==> src/rtl/flash_status_gen.sv <==
module flash_status_gen #(
  parameter int AW        = 4,
  parameter int NSEC      = 4,
  parameter int PROG_CYC  = 8,
  parameter int ERASE_CYC = 16,
  parameter int WIN_CYC   = 10,
  parameter int GUARD_CYC = 6
) (
  input  logic            clk,
  input  logic            rst_n,
  input  logic            cmd_prog,
  input  logic            cmd_sec_erase,
  input  logic            cmd_bulk_erase,
  input  logic            cmd_reset,
  input  logic [AW-1:0]   cmd_addr,
  input  logic [15:0]     cmd_data,
  input  logic [NSEC-1:0] sec_lock,
  input  logic            force_fail,
  input  logic            wide_mode,
  input  logic            rd_en,
  input  logic [AW-1:0]   rd_addr,
  output logic [15:0]     rd_data
);
  localparam int WORDS = 1 << AW;
  localparam int SW    = $clog2(NSEC);
  localparam int SPAN  = WORDS / NSEC;
  localparam int M1    = (PROG_CYC > ERASE_CYC) ? PROG_CYC : ERASE_CYC;
  localparam int M2    = (WIN_CYC > GUARD_CYC) ? WIN_CYC : GUARD_CYC;
  localparam int MAXC  = (M1 > M2) ? M1 : M2;
  localparam int CW    = $clog2(MAXC + 1);

  localparam logic [2:0] S_IDLE  = 3'd0;
  localparam logic [2:0] S_PROG  = 3'd1;
  localparam logic [2:0] S_EWIN  = 3'd2;
  localparam logic [2:0] S_ERASE = 3'd3;
  localparam logic [2:0] S_GUARD = 3'd4;
  localparam logic [2:0] S_FAIL  = 3'd5;

  logic [15:0]     mem [WORDS];
  logic [2:0]      st;
  logic [CW-1:0]   cnt;
  logic [NSEC-1:0] sel;
  logic [AW-1:0]   p_addr;
  logic [15:0]     p_data;
  logic            fail, is_erase, tog;
  logic [WORDS-1:0] wipe;

  wire [SW-1:0]   c_sec      = cmd_addr[AW-1 -: SW];
  wire            c_locked   = sec_lock[c_sec];
  wire [NSEC-1:0] sec_onehot = NSEC'(1) << c_sec;
  wire            bad_bits   = |(cmd_data & ~mem[cmd_addr]);
  wire [NSEC-1:0] live       = sel & ~sec_lock;
  wire            in_op      = (st != S_IDLE);

  wire poll = (st == S_PROG || (st == S_FAIL && !is_erase))
              ? ~(wide_mode ? p_data[15] : p_data[7]) : 1'b0;
  wire tgl  = (st == S_GUARD) ? 1'b0 : tog;
  wire err  = (st == S_FAIL);
  wire ew   = (st == S_ERASE) || (st == S_FAIL && is_erase);
  wire [7:0]  flags     = {poll, tgl, err, 1'b0, ew, 3'b000};
  wire [15:0] stat_word = wide_mode ? {flags, 8'h00} : {8'h00, flags};

  for (genvar g = 0; g < WORDS; g++) begin : g_wipe
    assign wipe[g] = sel[g / SPAN];
  end

  always_ff @(posedge clk or negedge rst_n) begin
    if (!rst_n) begin
      st <= S_IDLE;  cnt <= '0;  sel <= '0;  p_addr <= '0;  p_data <= '0;
      fail <= 1'b0;  is_erase <= 1'b0;  tog <= 1'b0;  rd_data <= '0;
      for (int i = 0; i < WORDS; i++) mem[AW'(i)] <= '1;
    end else begin
      if (rd_en) rd_data <= in_op ? stat_word : mem[rd_addr];
      if (st == S_IDLE) tog <= 1'b0;
      else if (rd_en)   tog <= ~tog;
      case (st)
        S_IDLE: begin
          if (cmd_prog && !c_locked) begin
            st <= S_PROG;  cnt <= CW'(PROG_CYC - 1);
            p_addr <= cmd_addr;  p_data <= cmd_data;
            fail <= force_fail | bad_bits;  is_erase <= 1'b0;
          end else if (cmd_sec_erase) begin
            st <= S_EWIN;  cnt <= CW'(WIN_CYC - 1);
            sel <= sec_onehot;  fail <= force_fail;  is_erase <= 1'b1;
          end else if (cmd_bulk_erase) begin
            sel <= ~sec_lock;  fail <= force_fail;  is_erase <= 1'b1;
            if (&sec_lock) begin st <= S_GUARD; cnt <= CW'(GUARD_CYC - 1); end
            else           begin st <= S_ERASE; cnt <= CW'(ERASE_CYC - 1); end
          end
        end
        S_PROG: begin
          if (cnt == '0) begin
            if (fail) st <= S_FAIL;
            else begin
              mem[p_addr] <= mem[p_addr] & p_data;
              st <= S_IDLE;
            end
          end else cnt <= cnt - 1'b1;
        end
        S_EWIN: begin
          if (cmd_sec_erase) begin
            sel <= sel | sec_onehot;  cnt <= CW'(WIN_CYC - 1);
            fail <= fail | force_fail;
          end else if (cnt == '0) begin
            sel <= live;
            if (live == '0) begin st <= S_GUARD; cnt <= CW'(GUARD_CYC - 1); end
            else            begin st <= S_ERASE; cnt <= CW'(ERASE_CYC - 1); end
          end else cnt <= cnt - 1'b1;
        end
        S_ERASE: begin
          if (cnt == '0) begin
            if (fail) st <= S_FAIL;
            else begin
              for (int i = 0; i < WORDS; i++)
                if (wipe[AW'(i)]) mem[AW'(i)] <= '1;
              st <= S_IDLE;
            end
          end else cnt <= cnt - 1'b1;
        end
        S_GUARD: begin
          if (cnt == '0) st <= S_IDLE;
          else cnt <= cnt - 1'b1;
        end
        S_FAIL:  if (cmd_reset) st <= S_IDLE;
        default: st <= S_IDLE;
      endcase
    end
  end
endmodule

==> config.mk <==
export PLATFORM = sky130hd
export DESIGN_NAME = flash_status_gen
export DESIGN_NICKNAME = d
export VERILOG_FILES = /design/src/rtl/flash_status_gen.sv
export SDC_FILE = /design/constraint.sdc
export NUM_CORES = 1
export LEC_CHECK = 0
export BUFFER_PORTS_ARGS = -buffer_cell sky130_fd_sc_hd__buf_2
export CAP_MARGIN = 20
export CELL_PAD_IN_SITES_DETAIL_PLACEMENT = 0
export CELL_PAD_IN_SITES_GLOBAL_PLACEMENT = 1
export CORE_MARGIN = 8
export CORE_UTILIZATION = 54
export DETAILED_ROUTE_END_ITERATION = 10
export GPL_ROUTABILITY_DRIVEN = 0
export PLACE_DENSITY_LB_ADDON = 0.1
export SYNTH_ARGS = -nofsm -noshare
export SYNTH_HDL_FRONTEND = slang
export SYNTH_SLANG_ARGS = --single-unit
==> constraint.sdc <==
create_clock -name clk -period 4.8 [get_ports clk]
set_clock_uncertainty 0.15 [all_clocks]
set_input_delay 0 -clock clk [delete_from_list [all_inputs] [get_ports clk]]
set_output_delay 0 -clock clk [all_outputs]
set_load 0.005 [all_outputs]
==> summary.md <==
• **sequential element share of the synthesized area** 0.463
• **layer carrying the most global-route usage** met2
• **Worst Path Required** 5.06 ns
• **max-slew violation total from the final report** 0
• **proportion of synthesized flip-flops having asynchronous set or reset** 0.583
• **most frequent cells after synthesis** sky130_fd_sc_hd__mux4_2 (216), sky130_fd_sc_hd__dfstp_2 (128), sky130_fd_sc_hd__edfxtp_1 (128)
• **vias in the first global route** 12.9k
• **Routed Wire Length** 58400 µm
• **clock latency on the worst-skew pair** 0.54 ns
• **parity-gate share of the synthesized area counting xor and xnor cells** 0.000956
• **cells resized by post-CTS repair** 0
• **number of flops mapped to enable cells by yosys** 128
• **Root Driver** sky130_fd_sc_hd__clkbuf_16
• **TritonCTS buffer count** 38
• **worst hold path depth** 2
• **Fmax** 277 MHz
• **minimum clock period** 3.61 ns
• **Pre-Repair DR Iteration Count** 5
• **largest family of logic cells by synthesized area** multiplexers
• **critical-path cell list** inv_1, ha_1, nor4b_1, o21ai_0, a21boi_1, a21oi_1, o22ai_1, dlygate4sd3_1, a31oi_1, dlygate4sd3_1
• **hpwl dp** 36700 µm
• **Die Y** 200 µm
• **Max rail drop VDD** 434 µV
• **wire length per cell after detailed routing** 32.4 µm
• **Via Count** 12.9k
• **Iteration-0 DRC Markers** 1392
• **met3 routing resource usage after global routing** 0.0583
• **slew at the pin closest to its max-slew limit** 1.01 ns
• **global-route wire length before repair** 87000 µm
• **number of cells traversed by the worst register-to-register path** 10
• **final setup TNS** 0 ns
• **clock tree from TritonCTS** done
• **critical path startpoint category** flip-flop
• **H-tree depth** 2
• **compound-gate portion of the synthesized area** 0.141
• **Synth Register Bits** 307
• **GR Layer Usage met1** 0.402
• **CP most frequent cell** sky130_fd_sc_hd__dlygate4sd3_1
• **clock-pin slew of the registers on the worst-case setup and hold paths** 0.05 ns
• **type of the worst setup path** reg -> reg
• **Static Leakage** 7.21 nW
• **leading cell type by number of instances after synthesis** sky130_fd_sc_hd__mux4_2
• **clk sink count** 307
• **largest cells by area after synthesis** sky130_fd_sc_hd__mux4_2 (27%), sky130_fd_sc_hd__edfxtp_1 (21%), sky130_fd_sc_hd__dfstp_2 (18%)
• **routed via count divided by cell count** 7.17
• **global routing usage on met2** 0.450
• **max-cap violation count** 0
• **dpl cell area** 19100 µm²
• **maximum root-to-sink buffer count** 3
• **initial antenna violation count** 0
• **antenna violation net count after detailed routing** 0
• **area of the mapped netlist** 18300 µm²
• **proportion of layout cells with a drive suffix above 1** 0.428
• **largest fanout on the critical path** 7
• **WHS Endpoint** p_addr[0]$_DFFE_PN0P_
• **simple-gate share of the synthesized area** 0.0506
• **cell accounting for the most synthesized area** sky130_fd_sc_hd__mux4_2
• **Residual DRC** 0
• **Netlist cell types** 65
• **biggest cell delay along the critical path** 0.64 ns
• **largest net degree at the start of global routing** 72
• **area growth from synthesis to layout** 13.0%
• **Yosys warning count** 0
• **crit path capture type** flip-flop
• **Final Hold Fails** 0
• **most used flip-flop cell after synthesis** sky130_fd_sc_hd__edfxtp_1
• **number of nets at the end of the flow** 1365
• **critical register-to-register path endpoint** sel[3]$_DFFE_PN0P_
• **Starting Density** 0.548
• **synthesized area per cell** 14.3 µm²
• **Die Span X** 200 µm
• **final standard cell utilization of the core** 0.619
• **Slew HR** 0.329
• **total of buffers placed on input and output ports** 52
• **arrival time worst endpoint** 3.87 ns
• **overflow left after global routing** 0
• **multiplexer share of the synthesized area** 0.304
• **FP Rows** 67
• **top-level I/O count** 53
• **part of the cycle the worst path needs** 0.752
• **outcome** finished, final reports clean
• **Setup WS pre-CTS** 1.32 ns
• **diode count** 0
• **unrepaired setup endpoints after global routing** no
• **path category of the worst min-delay check** in -> reg
• **hold path startpoint** cmd_addr[0]
• **share of synthesized cell area in full adder, half adder and majority cells** 0.000683
• **die area** 40100 µm²
• **fraction of synthesized cell area taken by the top area cell type** 0.266
• **power density of the placed cells** 476 nW/µm²
• **total routing usage reported by global routing** 0.290
• **cell area after layout** 20700 µm²
• **worst flop-to-flop path startpoint** cnt[0]$_DFFE_PN0P_
• **post-route setup slack** 1.19 ns
• **Synth Instances** 1277
• **slack of the worst reg-to-reg path** 1.19 ns
• **post-synth net total** 1315
• **final-report setup violation count** 0
• **CORE AREA** 33400 µm²
• **slowest CP cell** sky130_fd_sc_hd__nor4b_1
==> kinds of logic (layout without fill, tap and decap cells) <==
logic type,count (synthesis),count (layout)
AO/OA/AOI/OAI,360,360
flip-flops,307,307
multiplexers,281,281
AND/OR/NAND/NOR,165,165
buffers and inverters,161,241
XOR/XNOR,2,2
adder cells (fa/ha/maj),1,1
==> routing by layer <==
metal / up-vias / part of all wire / wire length, µm
met5: - / 0 / 0
met4: 0 / 0.040 / 2340
met3: 124 / 0.090 / 5240
met2: 649 / 0.47 / 27300
met1: 6850 / 0.40 / 23600
li1: 5310 / - / -
==> registers in the layout (all words and copies together), names as in the netlist <==
register and cells:
p_data 16, st 3, tog 1, rd_data 16
fail 1, mem 256, sel 4, cnt 5
p_addr 4, is_erase 1
==> how the worst max path moves through the flow <==
stage / start / to
2_1_floorplan: cnt[0]$_DFFE_PN0P_ / mem[48]$_DFFE_PP_
3_3_place_gp: cnt[0]$_DFFE_PN0P_ / mem[253]$_DFFE_PN1P_
3_5_place_dp: cnt[0]$_DFFE_PN0P_ / mem[249]$_DFFE_PN1P_
4_1_cts: cnt[0]$_DFFE_PN0P_ / sel[2]$_DFFE_PN0P_
5_1_grt: cnt[0]$_DFFE_PN0P_ / sel[3]$_DFFE_PN0P_
6_report: cnt[0]$_DFFE_PN0P_ / sel[3]$_DFFE_PN0P_
==> worst max-delay path: cells and delay by family (launching register included) <==
kind / cells / cell delay (ns)
DFF: 1 / 0.38
adders and majority gates: 1 / 0.20
buffers and inverters: 3 / 1.23
AOI/OAI and AO/OA: 5 / 0.88
and+or+nand+nor: 1 / 0.64
==> cell usage in the layout (no fill, tap or decap), types with 4 or more instances in the layout <==
cell type,netlist,final
sky130_fd_sc_hd__a21oi_1,23,20
sky130_fd_sc_hd__nand3_1,17,16
sky130_fd_sc_hd__buf_2,47,48
sky130_fd_sc_hd__nor3_2,1,4
sky130_fd_sc_hd__o21ai_1,17,17
sky130_fd_sc_hd__mux2_2,41,41
sky130_fd_sc_hd__nor2_2,0,7
sky130_fd_sc_hd__buf_4,4,40
sky130_fd_sc_hd__mux2i_1,24,24
sky130_fd_sc_hd__clkbuf_1,59,12
sky130_fd_sc_hd__a211oi_1,8,8
sky130_fd_sc_hd__dfrtp_1,51,49
sky130_fd_sc_hd__o211ai_1,114,114
sky130_fd_sc_hd__nor2_1,40,33
sky130_fd_sc_hd__nand2b_1,12,12
sky130_fd_sc_hd__dlygate4sd3_1,0,38
sky130_fd_sc_hd__nor3_1,7,4
sky130_fd_sc_hd__a21oi_4,0,7
sky130_fd_sc_hd__nor3b_1,5,5
sky130_fd_sc_hd__o22ai_1,5,5
sky130_fd_sc_hd__nand2_1,41,41
sky130_fd_sc_hd__nand2_4,16,16
sky130_fd_sc_hd__buf_12,1,6
sky130_fd_sc_hd__clkbuf_8,0,9
sky130_fd_sc_hd__nor2b_1,8,8
sky130_fd_sc_hd__a31oi_1,7,7
sky130_fd_sc_hd__o21ai_0,25,25
sky130_fd_sc_hd__dfstp_2,128,128
sky130_fd_sc_hd__inv_1,36,36
sky130_fd_sc_hd__clkbuf_16,0,39
sky130_fd_sc_hd__clkinv_2,0,5
sky130_fd_sc_hd__edfxtp_1,128,128
sky130_fd_sc_hd__a22o_1,5,5
sky130_fd_sc_hd__o21a_1,115,115
sky130_fd_sc_hd__a22oi_1,6,6
sky130_fd_sc_hd__mux4_2,216,216
sky130_fd_sc_hd__o221ai_1,11,11
==> final cells by class <==
class / count / area, µm²
Inverter: 36 / 135
Sequential cell: 307 / 8490
Clock buffer: 59 / 1130
Multi-Input combinational cell: 809 / 9200
Tap cell: 448 / 561
Fill cell: 2536 / 12800
Timing Repair Buffer: 135 / 1080
Clock inverter: 11 / 98.8
==> power breakdown <==
group	total [W]	switching [W]	internal (W)	leakage (nW)
combinational	0.00300	0.00152	0.00148	3.48
sequential	0.00403	0.000657	0.00337	3.13
clock	0.00281	0.00114	0.00168	0.604
total	0.00985	0.00331	0.00653	7.21
==> repair_timing <==
action | 4_1_cts | 5_1_grt
endpoints found under the hold margin | 109 | 0
hold buffers | 38 | 0
buffers inserted | 0 | 0
==> metrics by stage <==
step / cells / total power, W / hold WS (ns)
2_1_floorplan: 1277 / 0.00608 / -0.446
6_report: 1805 / 0.00985 / 0.0402
4_1_cts: 1804 / 0.00987 / 0.0235
3_3_place_gp: 1694 / 0.00692 / -0.125
3_5_place_dp: 1696 / 0.00695 / -0.126
5_1_grt: 1805 / 0.0103 / 0.0212
Power figures use the tool's default switching activity.
